**config.mk**
```make
export PLATFORM = sky130hd
export DESIGN_NAME = irq_prio_arbiter
export DESIGN_NICKNAME = d
export VERILOG_FILES = /design/src/rtl/prio_sel_pkg.sv /design/src/rtl/prio_pick2.sv /design/src/rtl/prio_tree.sv /design/src/rtl/prio_gate.sv /design/src/rtl/irq_prio_arbiter.sv
export SDC_FILE = /design/constraint.sdc
export NUM_CORES = 2
export LEC_CHECK = 0
export ABC_AREA = 1
export BUFFER_PORTS_ARGS = -buffer_cell sky130_fd_sc_hd__buf_2
export CORE_AREA = 10 10 459 461
export DETAILED_ROUTE_END_ITERATION = 16
export DIE_AREA = 0 0 469 471
export GPL_TIMING_DRIVEN = 0
export PLACE_DENSITY = 0.58
export SYNTH_ARGS = -nofsm -noshare
export SYNTH_HDL_FRONTEND = slang
export SYNTH_HIERARCHICAL = 1
export SYNTH_SLANG_ARGS = --single-unit
export TNS_END_PERCENT = 5
```
**constraint.sdc**
```tcl
create_clock -name clk -period 25.4 [get_ports clk]
set_clock_uncertainty 0.15 [all_clocks]
set_input_delay 0 -clock clk [delete_from_list [all_inputs] [get_ports clk]]
set_output_delay 0 -clock clk [all_outputs]
set_load 0.05 [all_outputs]
```
**src/rtl/prio_sel_pkg.sv**
```systemverilog
package prio_sel_pkg;
  localparam int PRIO_W  = 8;
  localparam int ID_W    = 10;
  localparam int MASK_W  = 10;
  localparam int RUN_W   = PRIO_W + 1;
  localparam logic [ID_W-1:0] NONE_ID = {ID_W{1'b1}};

  typedef struct packed {
    logic              valid;
    logic [PRIO_W-1:0] prio;
    logic [ID_W-1:0]   id;
  } cand_t;
endpackage

```
**src/rtl/prio_pick2.sv**
```systemverilog
module prio_pick2
  import prio_sel_pkg::*;
(
  input  cand_t lo,
  input  cand_t hi,
  output cand_t win
);
  // lo always covers lower source numbers, so it keeps ties
  always_comb begin
    if (hi.valid && (!lo.valid || (hi.prio < lo.prio))) win = hi;
    else                                                 win = lo;
  end
endmodule

```
**src/rtl/prio_tree.sv**
```systemverilog
module prio_tree
  import prio_sel_pkg::*;
#(
  parameter int NUM_SRC = 96
) (
  input  logic [NUM_SRC-1:0]        qual,
  input  logic [NUM_SRC*PRIO_W-1:0] prio_flat,
  output cand_t                     best
);
  localparam int LVLS   = (NUM_SRC > 1) ? $clog2(NUM_SRC) : 0;
  localparam int LEAVES = 1 << LVLS;

  // heap layout: node 1 is the root, leaves start at LEAVES
  cand_t node [1:2*LEAVES-1];

  generate
    for (genvar k = 0; k < LEAVES; k++) begin : g_leaf
      if (k < NUM_SRC) begin : g_real
        assign node[LEAVES+k] = '{valid: qual[k],
                                  prio:  prio_flat[k*PRIO_W +: PRIO_W],
                                  id:    ID_W'(k)};
      end else begin : g_pad
        assign node[LEAVES+k] = '{valid: 1'b0,
                                  prio:  {PRIO_W{1'b1}},
                                  id:    NONE_ID};
      end
    end
    for (genvar n = 1; n < LEAVES; n++) begin : g_node
      prio_pick2 u_pick (
        .lo  (node[2*n]),
        .hi  (node[2*n+1]),
        .win (node[n])
      );
    end
  endgenerate

  assign best = node[1];
endmodule

```
**src/rtl/prio_gate.sv**
```systemverilog
module prio_gate
  import prio_sel_pkg::*;
(
  input  logic              clk,
  input  logic              rst,
  input  logic              dist_en,
  input  logic              cpu_en,
  input  cand_t             best,
  input  logic [MASK_W-1:0] prio_mask,
  input  logic [RUN_W-1:0]  run_prio,
  output logic              irq_req,
  output logic [ID_W-1:0]   pend_id,
  output logic [PRIO_W-1:0] pend_prio
);
  logic [MASK_W-1:0] best_wide;
  logic              fwd;
  logic              preempt;

  assign best_wide = {{(MASK_W-PRIO_W){1'b0}}, best.prio};
  assign fwd       = dist_en && cpu_en && best.valid && (best_wide <= prio_mask);
  assign preempt   = fwd && ({1'b0, best.prio} < run_prio);

  always_ff @(posedge clk) begin
    if (rst) begin
      irq_req   <= 1'b0;
      pend_id   <= NONE_ID;
      pend_prio <= {PRIO_W{1'b1}};
    end else begin
      irq_req   <= preempt;
      pend_id   <= fwd ? best.id   : NONE_ID;
      pend_prio <= fwd ? best.prio : {PRIO_W{1'b1}};
    end
  end

  // either enable low silences the next result
  a_r5_enables_gate: assert property (@(posedge clk) disable iff (rst)
    !(dist_en && cpu_en) |=> (!irq_req && pend_id == NONE_ID));

  // a reported winner never exceeds the mask seen at its edge
  a_r6_mask_bound: assert property (@(posedge clk) disable iff (rst)
    (pend_id != NONE_ID) |-> ({{(MASK_W-PRIO_W){1'b0}}, pend_prio} <= $past(prio_mask)));

  // a request implies a reported winner strictly above the running level
  a_r7_req_has_winner: assert property (@(posedge clk) disable iff (rst)
    irq_req |-> (pend_id != NONE_ID && {1'b0, pend_prio} < $past(run_prio)));

  // the idle ID pairs with the all-ones priority
  a_r9_idle_prio: assert property (@(posedge clk) disable iff (rst)
    (pend_id == NONE_ID) |-> (pend_prio == {PRIO_W{1'b1}}));
endmodule

```
**src/rtl/irq_prio_arbiter.sv**
```systemverilog
module irq_prio_arbiter
  import prio_sel_pkg::*;
#(
  parameter int NUM_SRC = 96
) (
  input  logic                        clk,
  input  logic                        rst,
  input  logic                        dist_en,
  input  logic                        cpu_en,
  input  logic [NUM_SRC-1:0]          src_enable,
  input  logic [NUM_SRC-1:0]          src_pending,
  input  logic [NUM_SRC*PRIO_W-1:0]   src_prio,
  input  logic [MASK_W-1:0]           prio_mask,
  input  logic [RUN_W-1:0]            run_prio,
  output logic                        irq_req,
  output logic [ID_W-1:0]             pend_id,
  output logic [PRIO_W-1:0]           pend_prio
);
  logic [NUM_SRC-1:0] qual;
  cand_t              best;

  assign qual = src_enable & src_pending;

  prio_tree #(.NUM_SRC(NUM_SRC)) u_tree (
    .qual      (qual),
    .prio_flat (src_prio),
    .best      (best)
  );

  prio_gate u_gate (
    .clk       (clk),
    .rst       (rst),
    .dist_en   (dist_en),
    .cpu_en    (cpu_en),
    .best      (best),
    .prio_mask (prio_mask),
    .run_prio  (run_prio),
    .irq_req   (irq_req),
    .pend_id   (pend_id),
    .pend_prio (pend_prio)
  );

  // with no qualifying source the next result is idle
  a_r2_none_qualify: assert property (@(posedge clk) disable iff (rst)
    (qual == '0) |=> (!irq_req && pend_id == NONE_ID));
endmodule

```
After elaboration in Yosys (flattened, before gate mapping)
Index checks and enable logic that the tools add are counted. W data, S select, Z words.

Magnitude comparators: 97. Bitwise logic cells: 2. Reductions and logical operators: 290. Mux-type cells: 95.

Operator list (count): $mux W19 (95); $lt A8 B8 Y1 (95); $logic_and A1 B1 Y1 (99); $and A96 B96 Y96 (1); $logic_not A1 Y1 (95); $logic_or A1 B1 Y1 (95); $le A8 B10 Y1 (1); $lt A8 B9 Y1 (1); $reduce_or A2 Y1 (1); $not A1 Y1 (1).

Logic and storage cells: 487. Input port bits: 983. Output and inout port bits: 19. Register bits after elaboration: 19.

Logic depth before layout (Yosys ltp)
Depth after elaboration: 33. Gate-level depth with buffers: 101. Mapped depth without buffers: 94.

By module
Netlist, hierarchy kept.

By module, submodules not included: prio_pick2 (instances 127, area each 474.2 um^2, sequential area each 0.0 um^2, cells an instance 93); prio_gate (instances 1, area each 1037.2 um^2, sequential area each 380.4 um^2, cells an instance 128); irq_prio_arbiter (instances 1, area each 720.7 um^2, sequential area each 0.0 um^2, cells an instance 192); prio_tree (instances 1, area each 7.5 um^2, sequential area each 0.0 um^2, cells an instance 2).

Worst setup path after synthesis
Ideal clock, no wire load.

Path type: in2reg. Start point: input port src_prio[7]. End point: register u_gate.pend_id[0]. Path slack: 16.539 ns. Setup time: 0.122 ns. Cell stages on the path: 71. Required time: 25.128 ns. Arrival time: 8.589 ns. Cells stage by stage: inv_1 ha_1 a21oi_1 o21a_1 nand2_2 nand2_4 clkbuf_4 nand3_1 nand2_1 inv_1 ha_1 a21oi_1 o21a_1 nand2_2 nand2_4 clkbuf_4 nand3_1 nand2_1 [... 35 more ...] nand2_1 inv_1 ha_1 a21oi_1 o21a_1 nand2_2 nand2_4 nand2_4 buf_6 nand2_1 nand2_1 ha_1 nand2_1 nor2_1 nand4_1 nand2_2 buf_6 nand3b_1.

RTL lines: from (decl) (RTL line irq_prio_arbiter.sv:12) `input logic [NUM_SRC*PRIO_W-1:0] src_prio,`; to (signal assigned) (RTL line prio_gate.sv:30) `pend_id <= fwd ? best.id : NONE_ID;`; to (decl) (RTL line prio_gate.sv:12) `output logic [ID_W-1:0] pend_id,`.

==> run metrics <==
first-pass GRT wire length 382,000 µm; final hold violation count 0; adder-cell area share of the yosys netlist 18.2%; combinational share of power 98.8%; CTS Root Cell clkbuf_16; setup_tns 0 ns; Die H 471 µm; worst hold stages 4; top-count cell post-synth nand2_1; Final Cycle Share 45.0%; Gate Count Post-Synth 12.1k; share of layout cells above drive strength 1 13.5%; cts bufs inserted 3; Crit-path slowest cell nand2_1; Top Ports 1,002; cell count after placement 17.7k; Compound-Gate Fraction of Synth Area 4.66%; Clock transition at path regs 0.07 ns; power density cells 81.8 nW/µm²; Post-DRT Antenna Nets 0; status completed; combinational family with the most area after synthesis simple AND/OR/NAND/NOR gates; most numerous cell on the critical path nand2_1; IO buf count 1,001; vias 76.6k; Syn Area/Cell 5.11 µm²; Die X 469 µm; Lkg Pwr 0.0561 µW; fin crit period 11.43 ns; xor/xnor share of the synthesized area 0%; die area 221,000 µm²; Post-Syn Area 62,000 µm²; post-DP HPWL 221,000 µm; post-synthesis cell type count 20; total power after layout 6340 µW; Area growth, synth to finish 25.1%; total wire length 250,000 µm; Internal Power 2150 µW; CTS HTree Levels 1; Data arrival, critical path 11.42 ns; final slew viol count 0; mux cell area share after synthesis 0%; Max Cap Viol 0; vias in the first global route 68.7k; detailed-route DRC error count 0; Clk pwr share 0.6%; GRT Total Usage 21.4%; switching share of power 66.0%; RePlAce Congestion 0.932; prevailing post-synth register cell dfxtp_1; fmax 87.5 MHz; EDFF count, synth 0; Hold Path Sink u_gate/pend_prio[3]; nets@finish 16.9k; Hold Crit Start cpu_en; CTS tree done; clock tree sinks 19; Req. time, crit path 25.39 ns; sequential-to-total area share from yosys stat 0.614%; Worst setup EP type flop; ys async rst share 0%; largest driver fanout on the critical path 10; DR vias/cell 4.32; Cell Count, Final, Fillers Out 17.7k; top post-synthesis cells by area nand2_1 35%, nand3_1 18%, ha_1 18%, inv_1 8.5%, nand2_4 4.6%; detailed-route wire length per cell 14.1 µm; filler instances 23.4k; Placeable Area 201,000 µm²; antenna violations before repair 130; Peak VDD IR 479 µV; pre-CTS setup slack 13.96 ns; row cnt 165; Max stage delay on crit path 0.41 ns; Worst Max-Slew Pin Slew 0.715 ns; setup bufs post-CTS 0; Yosys reg bits 19; final setup margin 13.97 ns; largest area contributor in the netlist nand2_1; Crit Path Category input pin to flop; element type at the critical path start input pin; Synth Area in Simple Gates 62.1%; DRT Pass-1 Iters 6; Initial Util 30.8%; commonest cells in the netlist 5,835 x nand2_1, 2,290 x nand3_1, 1,396 x inv_1, 904 x ha_1, 385 x a21oi_1; RSZ-0062 raised after global routing false; grt ovf 0; worst rel slew slack 52.0%; synth warn 6; Sequential Power Share 0.6%; Psw 4190 µW; share of the synthesized area in the top cell type 35.3%; DR iter-0 viols 5,225; # setup viols final 0; Worst Hold Class input pin to flop; Clock Tree Buf Depth 2; pin count of the biggest net entering global routing 13
## through the flow
stage | instance area, µm² | hold WS, ns | util (%)
global placement | 77300 | 0.0650 | 38.4
global route | 77500 | 0.0246 | 38.5
detailed placement | 77300 | 0.0635 | 38.4
CTS | 77400 | 0.00437 | 38.4
finish | 77500 | 0.00367 | 38.5
floorplan | 68900 | -0.0776 | -
## sequential cells by signal, summed over array words and instances (netlist names)
| register | cells |
|---|---|
| u_gate/irq_req | 1 |
| u_gate/pend_id | 10 |
| u_gate/pend_prio | 8 |
## routing by layer
metal | wire length [µm] | GRT usage, % | vias up
li1 | - | - | 42400
met1 | 116000 | 28.9 | 32100
met2 | 111000 | 35.6 | 1792
met3 | 15900 | 2.64 | 303
met4 | 7450 | 5.88 | 34
met5 | 221 | 0 | -
## logic make-up (layout without fill, tap and decap cells)
| kind of cell | Yosys count | after routing |
|---|---|---|
| other | 2 | 1912 |
| buffers and inverters | 1906 | 2912 |
| adder cells (fa/ha/maj) | 904 | 904 |
| flip-flops | 19 | 19 |
| AO/OA/AOI/OAI | 513 | 513 |
| AND/OR/NAND/NOR | 8789 | 8789 |
## critical path, delay by kind of cell
kind / cells / cell delay, ns
AO/OA/AOI/OAI: 12 / 1.78
buffers and inverters: 14 / 2.27
AND/OR/NAND/NOR: 40 / 4.67
adder cells (fa/ha/maj): 8 / 2.60
## placed cells by master, fill, tap and decap left out
master         count
clkinvlp_4         1
conb_1          1856
ha_1             904
o21bai_1           1
nand3_1         2290
nand4_1            1
buf_2           1255
nor4_4             1
dfxtp_1           19
clkbuf_16          3
nor3_1             1
diode_2           56
buf_6            129
nand2_2          128
nand2_1         5835
nor2_1           135
a21oi_1          385
nand3b_1          17
dlygate4sd3_1      1
inv_1           1396
clkbuf_4         127
o21a_1           127
or2_2            127
nand2_4          254
## timing repair
item | 4_1_cts | 5_1_grt
resized for setup | 0 | 0
hold endpoints to repair | 9 | 0
hold buffers | 1 | 0
## power by group through the flow
stage               Combinational [µW]  Sequential (µW)  Clock, µW
global route                      7040             41.5       38.3
floorplan                         4280             59.9          0
global placement                  5780             41.6          0
finish                            6270             41.0       36.6
detailed placement                5810             41.7          0
CTS                               5840             41.0       37.2
## cell type report
| type | count | area (µm²) | area share (%) |
|---|---|---|---|
| diodes | 56 | 140 | 0.181 |
| plain buffers | 510 | 3680 | 4.74 |
| clock buffers | 3 | 75.1 | 0.0968 |
| clock inverters | 1 | 7.51 | 0.00968 |
| inverters | 1396 | 5240 | 6.76 |
| multi-input cells | 12100 | 59700 | 76.9 |
| flip-flops and latches | 19 | 380 | 0.491 |
| well taps | 2672 | 3340 | 4.31 |
| repair buffers | 1002 | 5020 | 6.47 |
## how the worst max path moves through the flow
stage	start	end	slack, ns
floorplan	src_prio[7]	u_gate/pend_id[0]	16.54
finish	src_prio[295]	u_gate/pend_id[0]	13.97
detailed placement	src_prio[295]	u_gate/pend_id[0]	13.96
global route	src_prio[295]	u_gate/pend_id[0]	13.25
global placement	src_prio[295]	u_gate/pend_id[0]	14.01
CTS	src_prio[295]	u_gate/pend_id[0]	14.20
Note: power is estimated with default switching activity, not from simulation.
